`src/rtl/mcard_pkg.sv`:
```
package mcard_pkg;

    localparam int BYTE_W = 8;

    typedef struct packed {
        logic lo_on;
        logic hi_on;
        logic lo_odd;
    } lane_sel_t;

    typedef struct packed {
        logic [BYTE_W-1:0] odd;
        logic [BYTE_W-1:0] even;
    } word_t;

    function automatic lane_sel_t lane_decode(input logic ce_even_n,
                                              input logic ce_odd_n,
                                              input logic a0);
        lane_sel_t s;
        s.lo_on  = !ce_even_n;
        s.hi_on  = !ce_odd_n;
        // a byte access through the low lane alone picks by address bit 0
        s.lo_odd = !ce_even_n && ce_odd_n && a0;
        return s;
    endfunction

    function automatic logic [1:0] byte_enables(input lane_sel_t s);
        logic [1:0] be;
        be[0] = s.lo_on && !s.lo_odd;
        be[1] = s.hi_on || (s.lo_on && s.lo_odd);
        return be;
    endfunction

    function automatic word_t steer_write(input lane_sel_t s,
                                          input logic [2*BYTE_W-1:0] d);
        word_t w;
        w.even = d[BYTE_W-1:0];
        w.odd  = s.lo_odd ? d[BYTE_W-1:0] : d[2*BYTE_W-1:BYTE_W];
        return w;
    endfunction

    function automatic logic [2*BYTE_W-1:0] steer_read(input lane_sel_t s,
                                                       input word_t w);
        logic [BYTE_W-1:0] lo;
        logic [BYTE_W-1:0] hi;
        lo = '0;
        hi = '0;
        if (s.lo_on) lo = s.lo_odd ? w.odd : w.even;
        if (s.hi_on) hi = w.odd;
        return {hi, lo};
    endfunction

endpackage

```
`src/rtl/mcard_wr_capture.sv`:
```
module mcard_wr_capture
    import mcard_pkg::*;
#(
    parameter int WA_W = 10
) (
    input  logic                  clk,
    input  logic                  rst,
    input  logic                  we_n,
    input  logic                  attr,
    input  lane_sel_t             sel,
    input  logic [WA_W-1:0]       wa,
    input  logic [2*BYTE_W-1:0]   wdata,
    output logic                  commit,
    output logic                  held_attr,
    output logic [WA_W-1:0]       held_wa,
    output logic [1:0]            held_be,
    output word_t                 held_word
);

    logic held_valid;
    logic active;

    assign active = !we_n && (sel.lo_on || sel.hi_on);
    assign commit = held_valid && we_n;

    always_ff @(posedge clk) begin
        if (rst) begin
            held_valid <= 1'b0;
            held_attr  <= 1'b0;
            held_wa    <= '0;
            held_be    <= '0;
            held_word  <= '0;
        end else begin
            held_valid <= active;
            if (active) begin
                held_attr <= attr;
                held_wa   <= wa;
                held_be   <= byte_enables(sel);
                held_word <= steer_write(sel, wdata);
            end
        end
    end

endmodule

```
`src/rtl/mcard_attr_store.sv`:
```
module mcard_attr_store
    import mcard_pkg::*;
#(
    parameter int WA_W      = 10,
    parameter int CIS_BYTES = 256,
    parameter int CFG_BASE  = 'h200,
    parameter int CFG_N     = 4
) (
    input  logic               clk,
    input  logic               rst,
    input  logic [WA_W-1:0]    rd_wa,
    output logic [BYTE_W-1:0]  rd_byte,
    input  logic               wr_en,
    input  logic [WA_W-1:0]    wr_wa,
    input  logic [BYTE_W-1:0]  wr_byte
);

    localparam int CIS_IDX_W = $clog2(CIS_BYTES);
    localparam int CFG_IDX_W = (CFG_N > 1) ? $clog2(CFG_N) : 1;
    localparam logic [WA_W-1:0] CIS_LIM = WA_W'(CIS_BYTES);
    localparam logic [WA_W-1:0] CFG_LO  = WA_W'(CFG_BASE / 2);
    localparam logic [WA_W-1:0] CFG_HI  = WA_W'(CFG_BASE / 2 + CFG_N);

    logic [BYTE_W-1:0] cis_mem [CIS_BYTES];
    logic [CFG_N-1:0][BYTE_W-1:0] cfg_bus;

    logic               rd_cis, rd_cfg, wr_cis, wr_cfg;
    logic [WA_W-1:0]    rd_off, wr_off;
    logic [CFG_IDX_W-1:0] rd_cidx, wr_cidx;

    assign rd_cis  = rd_wa < CIS_LIM;
    assign rd_cfg  = (rd_wa >= CFG_LO) && (rd_wa < CFG_HI);
    assign wr_cis  = wr_wa < CIS_LIM;
    assign wr_cfg  = (wr_wa >= CFG_LO) && (wr_wa < CFG_HI);
    assign rd_off  = rd_wa - CFG_LO;
    assign wr_off  = wr_wa - CFG_LO;
    assign rd_cidx = rd_off[CFG_IDX_W-1:0];
    assign wr_cidx = wr_off[CFG_IDX_W-1:0];

    always_ff @(posedge clk) begin
        if (rst) begin
            for (int i = 0; i < CIS_BYTES; i++) cis_mem[i] <= '0;
        end else if (wr_en && wr_cis) begin
            cis_mem[wr_wa[CIS_IDX_W-1:0]] <= wr_byte;
        end
    end

    for (genvar g = 0; g < CFG_N; g++) begin : g_cfg
        logic [BYTE_W-1:0] q;
        always_ff @(posedge clk) begin
            if (rst) q <= '0;
            else if (wr_en && wr_cfg && (wr_cidx == CFG_IDX_W'(g))) q <= wr_byte;
        end
        assign cfg_bus[g] = q;
    end

    always_comb begin
        if (rd_cis)      rd_byte = cis_mem[rd_wa[CIS_IDX_W-1:0]];
        else if (rd_cfg) rd_byte = cfg_bus[rd_cidx];
        else             rd_byte = '0;
    end

endmodule

```
`src/rtl/mcard_read_mux.sv`:
```
module mcard_read_mux
    import mcard_pkg::*;
(
    input  logic                 oe_n,
    input  logic                 attr,
    input  lane_sel_t            sel,
    input  logic [2*BYTE_W-1:0]  cm_word,
    input  logic [BYTE_W-1:0]    attr_byte,
    output logic [2*BYTE_W-1:0]  rdata,
    output logic                 drive_lo,
    output logic                 drive_hi,
    output logic                 cm_rd
);

    logic  rd_act;
    word_t src;

    assign rd_act   = !oe_n && (sel.lo_on || sel.hi_on);
    assign drive_lo = rd_act && sel.lo_on;
    assign drive_hi = rd_act && sel.hi_on;
    assign cm_rd    = rd_act && !attr;

    always_comb begin
        if (attr) begin
            src.even = attr_byte;
            src.odd  = '0;
        end else begin
            src = cm_word;
        end
        rdata = rd_act ? steer_read(sel, src) : '0;
    end

endmodule

```
`src/rtl/mcard_lane_dec.sv`:
```
module mcard_lane_dec
    import mcard_pkg::*;
#(
    parameter int ADDR_W    = 11,
    parameter int CIS_BYTES = 256,
    parameter int CFG_BASE  = 'h200,
    parameter int CFG_N     = 4
) (
    input  logic                 clk,
    input  logic                 rst,
    input  logic [ADDR_W-1:0]    host_addr,
    input  logic                 host_ce_even_n,
    input  logic                 host_ce_odd_n,
    input  logic                 host_regsel_n,
    input  logic                 host_oe_n,
    input  logic                 host_we_n,
    input  logic [15:0]          host_wdata,
    output logic [15:0]          host_rdata,
    output logic                 host_drive_lo,
    output logic                 host_drive_hi,
    output logic [ADDR_W-2:0]    cm_raddr,
    output logic                 cm_rd,
    input  logic [15:0]          cm_rdata,
    output logic                 cm_wr,
    output logic [ADDR_W-2:0]    cm_waddr,
    output logic [1:0]           cm_wbe,
    output logic [15:0]          cm_wdata
);

    localparam int WA_W = ADDR_W - 1;

    lane_sel_t         sel;
    logic              attr;
    logic [WA_W-1:0]   wa;
    logic              commit, held_attr;
    logic [WA_W-1:0]   held_wa;
    logic [1:0]        held_be;
    word_t             held_word;
    logic [BYTE_W-1:0] attr_byte;

    assign sel      = lane_decode(host_ce_even_n, host_ce_odd_n, host_addr[0]);
    assign attr     = !host_regsel_n;
    assign wa       = host_addr[ADDR_W-1:1];
    assign cm_raddr = wa;

    mcard_wr_capture #(.WA_W(WA_W)) u_cap (
        .clk       (clk),
        .rst       (rst),
        .we_n      (host_we_n),
        .attr      (attr),
        .sel       (sel),
        .wa        (wa),
        .wdata     (host_wdata),
        .commit    (commit),
        .held_attr (held_attr),
        .held_wa   (held_wa),
        .held_be   (held_be),
        .held_word (held_word)
    );

    mcard_attr_store #(
        .WA_W      (WA_W),
        .CIS_BYTES (CIS_BYTES),
        .CFG_BASE  (CFG_BASE),
        .CFG_N     (CFG_N)
    ) u_attr (
        .clk     (clk),
        .rst     (rst),
        .rd_wa   (wa),
        .rd_byte (attr_byte),
        .wr_en   (commit && held_attr && held_be[0]),
        .wr_wa   (held_wa),
        .wr_byte (held_word.even)
    );

    mcard_read_mux u_rd (
        .oe_n      (host_oe_n),
        .attr      (attr),
        .sel       (sel),
        .cm_word   (cm_rdata),
        .attr_byte (attr_byte),
        .rdata     (host_rdata),
        .drive_lo  (host_drive_lo),
        .drive_hi  (host_drive_hi),
        .cm_rd     (cm_rd)
    );

    always_ff @(posedge clk) begin
        if (rst) begin
            cm_wr    <= 1'b0;
            cm_waddr <= '0;
            cm_wbe   <= '0;
            cm_wdata <= '0;
        end else begin
            cm_wr <= commit && !held_attr && (held_be != 2'b00);
            if (commit && !held_attr) begin
                cm_waddr <= held_wa;
                cm_wbe   <= held_be;
                cm_wdata <= held_word;
            end
        end
    end

endmodule

```
`config.mk`:
```
export PLATFORM = sky130hd
export DESIGN_NAME = mcard_lane_dec
export DESIGN_NICKNAME = d
export VERILOG_FILES = /design/src/rtl/mcard_pkg.sv /design/src/rtl/mcard_wr_capture.sv /design/src/rtl/mcard_attr_store.sv /design/src/rtl/mcard_read_mux.sv /design/src/rtl/mcard_lane_dec.sv
export SDC_FILE = /design/constraint.sdc
export NUM_CORES = 2
export LEC_CHECK = 0
export BUFFER_PORTS_ARGS = -buffer_cell sky130_fd_sc_hd__buf_4
export CORE_MARGIN = 2
export CORE_UTILIZATION = 45
export DETAILED_ROUTE_END_ITERATION = 8
export HOLD_SLACK_MARGIN = 0.06
export PLACE_DENSITY = 0.65
export SLEW_MARGIN = 20
export SYNTH_ARGS = -nofsm -noshare
export SYNTH_HDL_FRONTEND = slang
export SYNTH_HIERARCHICAL = 1
export SYNTH_SLANG_ARGS = --single-unit
```
`constraint.sdc`:
```
create_clock -name clk -period 10.9 [get_ports clk]
set_clock_uncertainty 0.05 [all_clocks]
set_input_delay 2.18 -clock clk [delete_from_list [all_inputs] [get_ports clk]]
set_output_delay 2.18 -clock clk [all_outputs]
set_load 0.01 [all_outputs]
```
==> run_results.csv <==
group,metric,value,unit
setup_path,crit_buf_inv,3,
logic_synthesis,synth-seq-cells,2139,
floorplanning,design.die.area,225200,µm²
floorplanning,core-area,219900,µm²
logic_synthesis,yosysSeqAreaShare,63.54,%
clock_network,cts_buffers,214,
logic_synthesis,synth.avg_cell_area,14.87,µm²
floorplanning,die_w,474.6,µm
drt,drt_iter0_drc,7463,
setup_path,cp-start-kind,"input port",
sta,slew_headroom,13.71,%
place,place.gp.congestion,0.9135,
drt,route.antenna.remaining_nets,0,
setup_path,r2r_cells,8,
grt,grt_max_degree,213,
logic_synthesis,synth_nets,6751,
clock_network,cts.reportedPaths.clkPinSlew,0.06,ns
clock_network,clk_path_buf_depth,3,
pwr,power_frac_seq,51.9,%
floorplanning,rows,172,
clock_network,clock-sinks,2139,
drt,avgViaCountPerCell,6.004,
grt,grt_pass1_wl,420800,µm
setup_path,crit_chain,"buf_8 -> buf_4 -> nor2b_2 -> a221o_1 -> o22ai_1 -> o311ai_0 -> a21oi_1 -> a211oi_1 -> a41oi_1 -> nand2b_1 -> a211oi_2 -> buf_4",
pwr,intPower,13.81,mW
logic_synthesis,synthCells,6701,
drt,drt-pass1-iter-count,6,
pwr,p_leak,39.56,nW
hold_path,holdPathStages,2,
sta,rsz0062_at_grt,"no",
final_layout,drive_gt1_share,20.61,%
pwr,irDropWorstVdd,164.1,µV
place,port_buffers,107,
final_layout,syn2layout_area_growth,10.13,%
clock_network,clock_latency,0.86,ns
setup_path,slowest_stage,"nor2b_2",
sta,fin_crit,9.558,ns
logic_synthesis,synth_ff_type,"edfxtp_1",
sta,worst_slew_pin_slew,1.291,ns
floorplanning,start_util,45.31,%
clock_network,cts_tree,"built",
sta,fmax,0.1046,GHz
drt,routedWlPerCell,30.12,µm
logic_synthesis,synth_top_cell_by_area,"edfxtp_1",
final_layout,finalNetCount,6646,
setup_path,cp-end-kind,"primary output",
setup_path,worstSetupPathType,"input port to primary output",
pwr,p_sw,4.218,mW
logic_synthesis,synth_area_leaders,"edfxtp_1 62%, mux4_2 12%, and2_1 12%",
floorplanning,boundaryPins,108,
sta,tns,0,ns
grt,grt-ovfl-total,0,
sta,period_share,87.69,%
sta,finalHoldViolCount,0,
hold_path,hp-start,"cm_waddr[5]$_SDFFE_PP0P_",
logic_synthesis,synth.most_common_cell,"edfxtp_1",
pwr,p_sw_share,23.39,%
setup_path,required,8.67,ns
setup_path,reg2reg_from,"u_cap/held_valid$_SDFF_PP0_",
logic_synthesis,synth_warnings,6,
logic_synthesis,yosysTopAreaCellShare,61.71,%
clock_network,postCtsSetupRepairBufs,0,
clock_network,htreeDepth,4,
drt,drcViolationCount,0,
logic_synthesis,syn-cell-area,99660,µm²
logic_synthesis,yosys-top-cells-count,"2048 x edfxtp_1, 1945 x and2_1, 545 x mux4_2",
setup_path,critPathMaxFanout,59,
drt,vias,58490,
clock_network,ctsResizeCount,0,
setup_path,reg2reg_to,"u_attr/cis_mem[53][5]$_SDFFCE_PN0P_",
hold_path,hold_class,"flip-flop to flip-flop",
logic_synthesis,async_flop_share,0,%
logic_synthesis,synth_edf_count,2048,
clock_network,clock-root-buffer,"clkbuf_16",
pwr,clock_power_share,40.8,%
grt,first_global_vias,57450,
setup_path,crit_arrival,7.33,ns
clock_network,ctsHoldBuffers,0,
hold_path,holdPathEnd,"cm_waddr[5]$_SDFFE_PP0P_",
drt,wirelength,293400,µm
pwr,powerDensity,164.3,nW/µm²
setup_path,reg2reg_slack,6.38,ns
pwr,combPwrFrac,7.2,%
status,status,"finished clean",
setup_path,cp_top_family,"compound AO/OA/AOI/OAI gates",
floorplanning,die_h,474.6,µm
final_layout,post-route-util,49.90,%
setup_path,max_stage_delay,0.94,ns
sta,drv_slew,0,
grt,track_usage,25.86,%
sta,setup-violations-final,0,
run,maxCapViolations,0,
grt,antenna_found_initial,10,
logic_synthesis,synth_cell_types,69,
setup_path,path_common_cell,"buf_4",
place,post-dp-hpwl,183500,µm
-- per-stage QoR --
step / std cells / instance area (µm²) / hold WS [ns] / total power [mW] / setup WS (ns)
global placement: 9335 / 102700 / 0.4057 / 10.80 / 1.839
finish: 9741 / 109800 / 0.4200 / 18.03 / 1.342
detailed placement: 9336 / 102700 / 0.4098 / 10.82 / 1.772
CTS: 9733 / 109700 / 0.4244 / 18.10 / 1.741
global route: 9737 / 109700 / 0.4455 / 18.54 / 1.495
floorplan: 6701 / 99660 / 0.3942 / 10.28 / 4.095
-- worst reg2reg max path, delay by kind of cell, from the launching register on --
family / cells / cell delay (ns)
AND/OR/NAND/NOR: 7 / 3.51
flip-flops: 1 / 0.30
buffers and inverters: 1 / 0.32
-- kinds of logic after synthesis --
kind of cell | Yosys count | synth area share (%)
AO/OA/AOI/OAI | 317 | 2.314
buffers and inverters | 553 | 2.600
flip-flops | 2139 | 63.54
multiplexers | 693 | 13.82
AND/OR/NAND/NOR | 2999 | 17.73
-- flip-flops by register name, summed over array words and instances, names as in the netlist --
name,flops
u_attr/cis_mem,2048
u_attr/g_cfg.q,32
cm_wdata,16
u_cap/held_word,16
cm_waddr,10
u_cap/held_wa,10
cm_wbe,2
u_cap/held_be,2
cm_wr,1
u_cap/held_attr,1
u_cap/held_valid,1
-- cells in the final DEF, fill, tap and decap left out, drive strengths merged, types with 9 or more instances in the layout --
cell / count
a211oi: 40
a21o: 16
a21oi: 64
a221oi: 12
a22oi: 49
and2: 1946
and3: 127
buf: 220
bufinv: 20
clkbuf: 255
clkinv: 105
clkinvlp: 10
dfxtp: 91
edfxtp: 2048
inv: 19
mux2: 10
mux2i: 138
mux4: 545
nand2: 145
nand2b: 45
nand3: 58
nand4: 11
nand4bb: 28
nor2: 324
nor2b: 29
nor3: 20
o21ai: 50
o221ai: 9
o22ai: 12
or2: 252
-- how the worst max path moves through the flow --
stage,from,slack [ns],depth (start not counted),end
after detailed placement,host_addr[2],1.77,12,host_rdata[2]
after CTS,host_addr[2],1.74,12,host_rdata[2]
after global placement,host_addr[2],1.84,12,host_rdata[2]
after global routing,host_addr[2],1.50,12,host_rdata[2]
after floorplan,host_addr[1],4.09,14,host_rdata[1]
final,host_addr[2],1.34,12,host_rdata[2]
-- per-layer routing --
| layer | vias to the layer above | part of all wire [%] | GRT usage [%] |
|---|---|---|---|
| met5 | - | 0.014 | 0 |
| li1 | 24440 | - | - |
| met4 | 6 | 4.2 | 10.01 |
| met2 | 3123 | 47 | 40.15 |
| met3 | 560 | 10 | 6.231 |
| met1 | 30360 | 39 | 35.26 |
-- area by class of cell --
cell class | instances | area, µm²
Fill cell | 18290 | 110200
Sequential cell | 2139 | 63350
Multi-Input combinational cell | 4009 | 33800
Clock buffer | 255 | 5550
Tap cell | 2958 | 3701
Timing Repair Buffer | 220 | 1893
Clock inverter | 142 | 1395
Inverter | 12 | 50.05
Antenna cell | 6 | 15.01
-- power by group through the flow --
stage	registers [mW]	clock network [mW]	logic, mW
4_1_cts	9.37	7.45	1.29
5_1_grt	9.39	7.81	1.34
6_report	9.37	7.36	1.31
3_3_place_gp	9.53	0	1.27
3_5_place_dp	9.54	0	1.28
2_1_floorplan	9.46	0	0.821
No activity file was read; power rests on OpenSTA's default activity.
